--- src/rtl/ghr_pkg.sv ---
package ghr_pkg;

  localparam int ADDR_W = 10;
  localparam int DATA_W = 8;
  localparam int NUM_GPR = 16;

  localparam logic [ADDR_W-1:0] OFS_STAT_LO = 10'h030;
  localparam logic [ADDR_W-1:0] OFS_STAT_HI = 10'h031;
  localparam logic [ADDR_W-1:0] OFS_BRAM    = 10'h033;
  localparam logic [ADDR_W-1:0] OFS_PBANK   = 10'h034;
  localparam logic [ADDR_W-1:0] OFS_RBANK   = 10'h036;
  localparam logic [ADDR_W-1:0] OFS_CFG     = 10'h037;
  localparam logic [ADDR_W-1:0] OFS_SCRB    = 10'h038;
  localparam logic [ADDR_W-1:0] OFS_CLK     = 10'h039;
  localparam logic [ADDR_W-1:0] OFS_SMODE   = 10'h03A;
  localparam logic [ADDR_W-1:0] OFS_VER     = 10'h03B;
  localparam logic [ADDR_W-1:0] OFS_MBANK   = 10'h03C;
  localparam logic [ADDR_W-1:0] OFS_CB_LO   = 10'h03E;
  localparam logic [ADDR_W-1:0] OFS_CB_HI   = 10'h03F;
  localparam logic [ADDR_W-1:0] GPR_END     = 10'h020;
  localparam logic [ADDR_W-1:0] CACHE_LO    = 10'h100;
  localparam logic [ADDR_W-1:0] CACHE_END   = 10'h300;

  // Host-writable masks and read-back masks
  localparam logic [7:0] STAT_LO_WMASK = 8'h5E;
  localparam logic [7:0] STAT_HI_WMASK = 8'h1F;
  localparam logic [7:0] CFG_MASK      = 8'hA0;
  localparam logic [7:0] SMODE_MASK    = 8'h3F;
  localparam int GO_BIT       = 5;
  localparam int IRQ_BIT_HI   = 7;
  localparam int CFG_IRQ_MASK = 7;
  localparam int CFG_FAST_MUL = 5;

  typedef enum logic [3:0] {
    RG_NONE, RG_GPR, RG_STAT_LO, RG_STAT_HI, RG_BRAM, RG_PBANK,
    RG_RBANK, RG_CFG, RG_SCRB, RG_CLK, RG_SMODE, RG_VER, RG_MBANK,
    RG_CB_LO, RG_CB_HI, RG_CACHE
  } region_e;

endpackage

--- src/rtl/ghr_decode.sv ---
module ghr_decode
  import ghr_pkg::*;
#(
  parameter int CACHE_AW = 9
) (
  input  logic [ADDR_W-1:0]   addr,
  output region_e             region,
  output logic [3:0]          gpr_idx,
  output logic                gpr_hi,
  output logic [CACHE_AW-1:0] cache_off
);

  assign gpr_idx   = addr[4:1];
  assign gpr_hi    = addr[0];
  assign cache_off = CACHE_AW'(addr[CACHE_AW-1:0] - CACHE_AW'(CACHE_LO));

  always_comb begin
    region = RG_NONE;
    if (addr < GPR_END) begin
      region = RG_GPR;
    end else if (addr >= CACHE_LO && addr < CACHE_END) begin
      region = RG_CACHE;
    end else begin
      unique case (addr)
        OFS_STAT_LO: region = RG_STAT_LO;
        OFS_STAT_HI: region = RG_STAT_HI;
        OFS_BRAM:    region = RG_BRAM;
        OFS_PBANK:   region = RG_PBANK;
        OFS_RBANK:   region = RG_RBANK;
        OFS_CFG:     region = RG_CFG;
        OFS_SCRB:    region = RG_SCRB;
        OFS_CLK:     region = RG_CLK;
        OFS_SMODE:   region = RG_SMODE;
        OFS_VER:     region = RG_VER;
        OFS_MBANK:   region = RG_MBANK;
        OFS_CB_LO:   region = RG_CB_LO;
        OFS_CB_HI:   region = RG_CB_HI;
        default:     region = RG_NONE;
      endcase
    end
  end

endmodule

--- src/rtl/ghr_gpr_file.sv ---
module ghr_gpr_file
  import ghr_pkg::*;
#(
  parameter int REG_W = 16
) (
  input  logic              clk,
  input  logic              rst_n,
  input  logic              wr_en,
  input  logic [3:0]        idx,
  input  logic              hi,
  input  logic [DATA_W-1:0] wdata,
  output logic [DATA_W-1:0] rd_byte
);

  localparam int BYTES = REG_W / DATA_W;

  logic [REG_W-1:0] regs [NUM_GPR];

  for (genvar g = 0; g < NUM_GPR; g++) begin : g_reg
    for (genvar b = 0; b < BYTES; b++) begin : g_byte
      always_ff @(posedge clk or negedge rst_n) begin
        if (!rst_n) begin
          regs[g][b*DATA_W +: DATA_W] <= '0;
        end else if (wr_en && idx == 4'(g) && int'(hi) == b) begin
          regs[g][b*DATA_W +: DATA_W] <= wdata;
        end
      end
    end
  end

  assign rd_byte = hi ? regs[idx][REG_W-1 -: DATA_W] : regs[idx][DATA_W-1:0];

endmodule

--- src/rtl/ghr_ctrl_regs.sv ---
module ghr_ctrl_regs
  import ghr_pkg::*;
#(
  parameter logic [7:0] VERSION    = 8'h04,
  parameter int         RAM_BANK_W = 2
) (
  input  logic              clk,
  input  logic              rst_n,
  input  logic              wr_en,
  input  logic              rd_en,
  input  region_e           region,
  input  logic [DATA_W-1:0] wdata,
  input  logic              pc_hit,
  input  logic              core_stop,
  input  logic              core_irq,
  output logic [DATA_W-1:0] rd_byte,
  output logic              go,
  output logic              irq_o,
  output logic              fast_mul_o
);

  logic [7:0]            stat_lo_q, stat_hi_q, cfg_q;
  logic                  bram_q, clk_q;
  logic [7:0]            pbank_q, rbank_q, scrb_q, cb_hi_q;
  logic [5:0]            smode_q;
  logic [RAM_BANK_W-1:0] mbank_q;
  logic [3:0]            cb_lo_q;
  logic                  irq_q;
  logic                  raise;

  assign raise = core_stop && go && core_irq;

  // Run control: a start only happens while idle, a stop only while running
  always_ff @(posedge clk or negedge rst_n) begin
    if (!rst_n) begin
      go <= 1'b0;
    end else if (pc_hit && !go) begin
      go <= 1'b1;
    end else if (core_stop) begin
      go <= 1'b0;
    end
  end

  // Interrupt flag: a new raise wins over a clearing read
  always_ff @(posedge clk or negedge rst_n) begin
    if (!rst_n) begin
      irq_q <= 1'b0;
    end else if (raise) begin
      irq_q <= 1'b1;
    end else if (rd_en && region == RG_STAT_HI) begin
      irq_q <= 1'b0;
    end
  end

  always_ff @(posedge clk or negedge rst_n) begin
    if (!rst_n) begin
      stat_lo_q <= '0;
      stat_hi_q <= '0;
      cfg_q     <= '0;
      bram_q    <= 1'b0;
      clk_q     <= 1'b0;
      pbank_q   <= '0;
      rbank_q   <= '0;
      scrb_q    <= '0;
      smode_q   <= '0;
      mbank_q   <= '0;
      cb_lo_q   <= '0;
      cb_hi_q   <= '0;
    end else if (wr_en) begin
      unique case (region)
        RG_STAT_LO: stat_lo_q <= wdata & STAT_LO_WMASK;
        RG_STAT_HI: stat_hi_q <= wdata & STAT_HI_WMASK;
        RG_CFG:     cfg_q     <= wdata & CFG_MASK;
        RG_BRAM:    bram_q    <= wdata[0];
        RG_CLK:     clk_q     <= wdata[0];
        RG_PBANK:   pbank_q   <= wdata;
        RG_RBANK:   rbank_q   <= wdata;
        RG_SCRB:    scrb_q    <= wdata;
        RG_SMODE:   smode_q   <= wdata[5:0] & SMODE_MASK[5:0];
        RG_MBANK:   mbank_q   <= wdata[RAM_BANK_W-1:0];
        RG_CB_LO:   cb_lo_q   <= wdata[7:4];
        RG_CB_HI:   cb_hi_q   <= wdata;
        default: ;
      endcase
    end
  end

  always_comb begin
    rd_byte = '0;
    unique case (region)
      RG_STAT_LO: begin
        rd_byte         = stat_lo_q;
        rd_byte[GO_BIT] = go;
      end
      RG_STAT_HI: begin
        rd_byte             = stat_hi_q;
        rd_byte[IRQ_BIT_HI] = irq_q;
      end
      RG_CFG:   rd_byte = cfg_q;
      RG_BRAM:  rd_byte = {7'b0, bram_q};
      RG_CLK:   rd_byte = {7'b0, clk_q};
      RG_PBANK: rd_byte = pbank_q;
      RG_RBANK: rd_byte = rbank_q;
      RG_SCRB:  rd_byte = scrb_q;
      RG_SMODE: rd_byte = {2'b0, smode_q};
      RG_VER:   rd_byte = VERSION;
      RG_MBANK: rd_byte = 8'(mbank_q);
      RG_CB_LO: rd_byte = {cb_lo_q, 4'b0};
      RG_CB_HI: rd_byte = cb_hi_q;
      default:  rd_byte = '0;
    endcase
  end

  assign irq_o      = irq_q && !cfg_q[CFG_IRQ_MASK];
  assign fast_mul_o = cfg_q[CFG_FAST_MUL];

endmodule

--- src/rtl/ghr_cache_ram.sv ---
module ghr_cache_ram
  import ghr_pkg::*;
#(
  parameter int BYTES = 512,
  localparam int AW   = $clog2(BYTES)
) (
  input  logic              clk,
  input  logic              wr_en,
  input  logic [AW-1:0]     addr,
  input  logic [DATA_W-1:0] wdata,
  output logic [DATA_W-1:0] rd_byte
);

  logic [DATA_W-1:0] mem [BYTES];

  always_ff @(posedge clk) begin
    if (wr_en) begin
      mem[addr] <= wdata;
    end
  end

  assign rd_byte = mem[addr];

endmodule

--- src/rtl/gfx_host_regs.sv ---
module gfx_host_regs
  import ghr_pkg::*;
#(
  parameter logic [7:0] VERSION     = 8'h04,
  parameter int         RAM_BANK_W  = 2,
  parameter int         CACHE_BYTES = 512,
  localparam int        CACHE_AW    = $clog2(CACHE_BYTES)
) (
  input  logic              clk,
  input  logic              rst_n,
  input  logic              hst_valid,
  input  logic              hst_write,
  input  logic [ADDR_W-1:0] hst_addr,
  input  logic [DATA_W-1:0] hst_wdata,
  output logic              hst_rvalid,
  output logic [DATA_W-1:0] hst_rdata,
  input  logic              core_stop,
  input  logic              core_irq,
  output logic              go_o,
  output logic              irq_o,
  output logic              fast_mul_o
);

  region_e             region;
  logic [3:0]          gpr_idx;
  logic                gpr_hi;
  logic [CACHE_AW-1:0] cache_off;
  logic                wr_en, rd_en, go;
  logic [DATA_W-1:0]   gpr_rd, ctrl_rd, cache_rd, rd_mux;
  logic                pc_hit;

  assign wr_en  = hst_valid && hst_write;
  assign rd_en  = hst_valid && !hst_write;
  assign pc_hit = wr_en && region == RG_GPR && gpr_idx == 4'(NUM_GPR - 1) && gpr_hi;

  ghr_decode #(.CACHE_AW(CACHE_AW)) decode_i (
    .addr      (hst_addr),
    .region    (region),
    .gpr_idx   (gpr_idx),
    .gpr_hi    (gpr_hi),
    .cache_off (cache_off)
  );

  ghr_gpr_file #(.REG_W(16)) gpr_i (
    .clk     (clk),
    .rst_n   (rst_n),
    .wr_en   (wr_en && region == RG_GPR && !go),
    .idx     (gpr_idx),
    .hi      (gpr_hi),
    .wdata   (hst_wdata),
    .rd_byte (gpr_rd)
  );

  ghr_ctrl_regs #(.VERSION(VERSION), .RAM_BANK_W(RAM_BANK_W)) ctrl_i (
    .clk        (clk),
    .rst_n      (rst_n),
    .wr_en      (wr_en),
    .rd_en      (rd_en),
    .region     (region),
    .wdata      (hst_wdata),
    .pc_hit     (pc_hit),
    .core_stop  (core_stop),
    .core_irq   (core_irq),
    .rd_byte    (ctrl_rd),
    .go         (go),
    .irq_o      (irq_o),
    .fast_mul_o (fast_mul_o)
  );

  ghr_cache_ram #(.BYTES(CACHE_BYTES)) cache_i (
    .clk     (clk),
    .wr_en   (wr_en && region == RG_CACHE),
    .addr    (cache_off),
    .wdata   (hst_wdata),
    .rd_byte (cache_rd)
  );

  always_comb begin
    unique case (region)
      RG_GPR:   rd_mux = gpr_rd;
      RG_CACHE: rd_mux = cache_rd;
      RG_NONE:  rd_mux = '0;
      default:  rd_mux = ctrl_rd;
    endcase
  end

  always_ff @(posedge clk or negedge rst_n) begin
    if (!rst_n) begin
      hst_rvalid <= 1'b0;
      hst_rdata  <= '0;
    end else begin
      hst_rvalid <= rd_en;
      if (rd_en) begin
        hst_rdata <= rd_mux;
      end
    end
  end

  assign go_o = go;

endmodule

--- config.mk ---
export PLATFORM = sky130hd
export DESIGN_NAME = gfx_host_regs
export DESIGN_NICKNAME = d
export VERILOG_FILES = /design/src/rtl/ghr_pkg.sv /design/src/rtl/ghr_decode.sv /design/src/rtl/ghr_gpr_file.sv /design/src/rtl/ghr_ctrl_regs.sv /design/src/rtl/ghr_cache_ram.sv /design/src/rtl/gfx_host_regs.sv
export SDC_FILE = /design/constraint.sdc
export NUM_CORES = 2
export LEC_CHECK = 0
export ABC_CLOCK_PERIOD_IN_PS = 3400
export BUFFER_PORTS_ARGS = -buffer_cell sky130_fd_sc_hd__buf_2
export CAP_MARGIN = 20
export CELL_PAD_IN_SITES_DETAIL_PLACEMENT = 0
export CELL_PAD_IN_SITES_GLOBAL_PLACEMENT = 2
export CORE_MARGIN = 1
export CORE_UTILIZATION = 30
export DETAILED_ROUTE_END_ITERATION = 12
export PLACE_DENSITY = 0.63
export SLEW_MARGIN = 15
export SYNTH_ARGS = -nofsm -noshare
export SYNTH_HDL_FRONTEND = slang
export SYNTH_HIERARCHICAL = 1
export SYNTH_MEMORY_MAX_BITS = 65536
export SYNTH_SLANG_ARGS = --single-unit
export TNS_END_PERCENT = 100
--- constraint.sdc ---
create_clock -name clk -period 3.4 [get_ports clk]
set_input_delay 0.34 -clock clk [delete_from_list [all_inputs] [get_ports clk]]
set_output_delay 0.34 -clock clk [all_outputs]
set_load 0.01 [all_outputs]
==> reports/qor.yml <==
status: "complete, but fails checks"
failed_checks: "negative setup slack"
slew_violations: 0
yosysWarnings: 6
routed_via_density: 5.108
critPathLaunchType: "flop"
clock_tree.buffer_depth: 4
pin_count: 36
relSlewSlack: 0.2081
numCtsBuffers: 458
worst_slew_pin_slew_ps: 1188
yosysUniqueCellTypes: 97
multi_input_area_um2: 42670
grt-ovfl-total: 0
synth_area_per_cell_um2: 20.01
cts_tree: "done"
synthesis.area_um2: 174100
antenna_found_initial: 29
synthTopCellsByArea: "edfxtp_1 (71%), mux4_2 (11%), dfrtp_1 (4.7%)"
syn-num-nets: 8729
instances_no_fill: 18490
grt_pass1_wl_um: 761300
ys_seq_elements: 4421
fin_skew_ps: 44.73
place.gp.congestion: 0.8433
ys_seq_area_frac: 0.7533
min_path_type: "input port to async pin"
vias: 94450
wl_per_cell_um: 29.40
p_leak_nw: 72.12
ys.flop_type: "edfxtp_1"
max_cap_viol_count: 0
finalWirelength_um: 543700
cts_sinks: 4421
setup_viol: 7
fp.coreArea_um2: 577700
synth_edf_count: 4096
initial_utilization: 0.3013
hold_viol: 0
dieArea_um2: 583300
syn_inst: 8701
critPathArrivalTime_ps: 5020
worstReg2RegStart: "cache_i/mem[10][2]"
grt_pass1_vias: 96760
path_max_fanout: 2
synth_largest_area_cell: "edfxtp_1"
cp-end-kind: "flop"
die_x_um: 763.8
worstPathRequired_ps: 4300
rsz0062_at_grt: "true"
worstSkewPairLatency_ps: 1010
timing.final.crit_period_ps: 4119
clk_pin_slew_ps: 60
fillers: 52470
dp_hpwl_um: 367200
seqCellArea_um2: 131100
worst_r2r_path_depth: 13
dp_cells: 17610
fin_ws_ps: -719.1
grt_max_degree: 153
dp_slack_ps: -1918
portBuffers: 35
drive_gt1_frac: 0.3738
async_flop_share: 0.07351
reg2reg_slack_ps: -720
max_clock_freq_ghz: 0.2428
power_density_nw_per_um2: 544.2
grt_use_total: 0.1816
ant_nets: 0
crit_type: "flop to flop"
first_iter_violations: 10100
rows: 279
drt_first_pass_iters: 7
ir_drop_uv: 515.2
h-tree-depth: 5
drc_errors: 0
fin_crit_sh: 1.212
clock-root-buffer: "clkbuf_16"
area_growth_pct: 24.08
reg2reg_to: "hst_rdata[2]"
utilization: 0.3739
synth_top_area_share: 0.7065
die_h_um: 763.8
nNetsFinal: 10400
## cell type report
type                       instances  share of cell area
timing repair buffer            1779             0.08077
multi-input combinational       3697              0.1975
clock buffer                     564             0.05571
clock inverter                   280             0.01383
inverter                          12           0.0002317
antenna                           11           0.0001274
tap                             7727             0.04476
sequential                      4421              0.6071
## synth_stat cells (13+ instances only)
cell      number
nand4_1       59
nand2_2       15
buf_6         30
a211oi_1      41
buf_2        204
nand2_1      154
mux2_2       317
a221oi_1      97
o211ai_1      18
nor2_1       562
a22o_1        49
o22ai_1      127
dfrtp_1      325
nor3_1        28
a21oi_1       99
clkbuf_1     225
edfxtp_1    4096
and2_1        18
a32oi_1       30
nand3_1       60
buf_4         81
buf_1         22
a22oi_1      200
mux2i_1      486
and3_1        30
mux2_1        19
a31oi_1       84
nor2b_1       36
nor3b_1       13
o221ai_1      22
mux4_2       850
nor4_1        38
o21ai_0       55
## logic make-up after synthesis
family,share of synthesized area
adders and majority gates,0.0002875
DFF,0.7533
xor gates and xnor gates,0.00005032
buffers and inverters,0.01768
and+or+nand+nor,0.03174
muxes,0.1606
AOI/OAI and AO/OA,0.03635
## worst max path at each step
stage	startpoint	end	depth (start not counted)
detailed placement	hst_addr[0]	hst_rdata[4]	15
CTS	cache_i/mem[10][2]	hst_rdata[2]	14
global placement	hst_addr[0]	hst_rdata[0]	16
finish	cache_i/mem[10][2]	hst_rdata[2]	13
global route	cache_i/mem[10][2]	hst_rdata[2]	13
floorplan	hst_addr[0]	cache_i/mem[146][0]	12
## power by group
group / switching, mW / total (mW) / internal [mW]
Clock: 21.7 / 50.8 / 29.0
Combinational: 4.19 / 6.91 / 2.71
Sequential: 0.181 / 59.9 / 59.7
Total: 26.1 / 118 / 91.4
## stage by stage
step | setup TNS, ps | hold slack (ps) | power [mW] | area, um2
final | -2127 | 37.82 | 117.6 | 216000
after global routing | -2099 | 68.88 | 120.4 | 216000
after CTS | -2306 | 29.38 | 118.2 | 215600
after detailed placement | -2480060 | 383.8 | 67.84 | 199900
after global placement | -2345050 | 372.9 | 67.71 | 199800
after floorplan | -16270 | 44.41 | 63.96 | 176000
## placed cells by master, fill, tap and decap left out, types with 27 or more instances in the layout
cell type and instances:
bufinv_16 51, nand2_1 147, a31oi_1 71, nand3_1 50, buf_12 300, a22oi_1 196, mux2_2 317, nor2b_1 30
mux4_2 850, clkinv_1 102, a211oi_1 39, buf_4 1402, and3_1 27, clkbuf_1 93, o22ai_1 126, nor2_4 254
nor2_1 312, a221oi_1 86, a21oi_1 94, o21ai_0 49, clkinv_2 64, clkbuf_16 464, mux2i_1 479, a32oi_1 29
nand4_1 59, edfxtp_1 4096, dfrtp_1 325, a22o_1 47
## critical path, cell delays in order, from the launching register on
cell and delay (ps):
edfxtp_1 360, mux4_2 480, a22o_4 300, a221oi_4 210
a31oi_2 150, buf_12 180, or4_4 520, nor3_4 170
buf_6 150, nand4_1 600, buf_4 390, nand4_1 110
a21oi_2 70, a221o_1 260
## timing repair
action,in CTS,in global routing
setup endpoints to repair,8,8
cloned,0,2
hold buffers,15,0
pin swaps,41,22
hold endpoints to repair,628,0
gates resized for setup,101,44
buffers inserted,0,20
## registers in the layout, summed over array words and instances, names as in the netlist, 4 cells and up
signal / count
ctrl_i/smode_q: 6
ctrl_i/pbank_q: 8
ctrl_i/stat_lo_q: 5
ctrl_i/cb_lo_q: 4
gpr_i/regs: 256
hst_rdata: 8
ctrl_i/scrb_q: 8
ctrl_i/rbank_q: 8
ctrl_i/cb_hi_q: 8
cache_i/mem: 4096
ctrl_i/stat_hi_q: 5
## metal layers
layer  GRT usage  part of all wire
met1      0.2555              0.44
met2      0.2961              0.48
met3     0.02650             0.059
met4     0.04645             0.027
met5           0           0.00010
(Power assumes the default switching activity.)
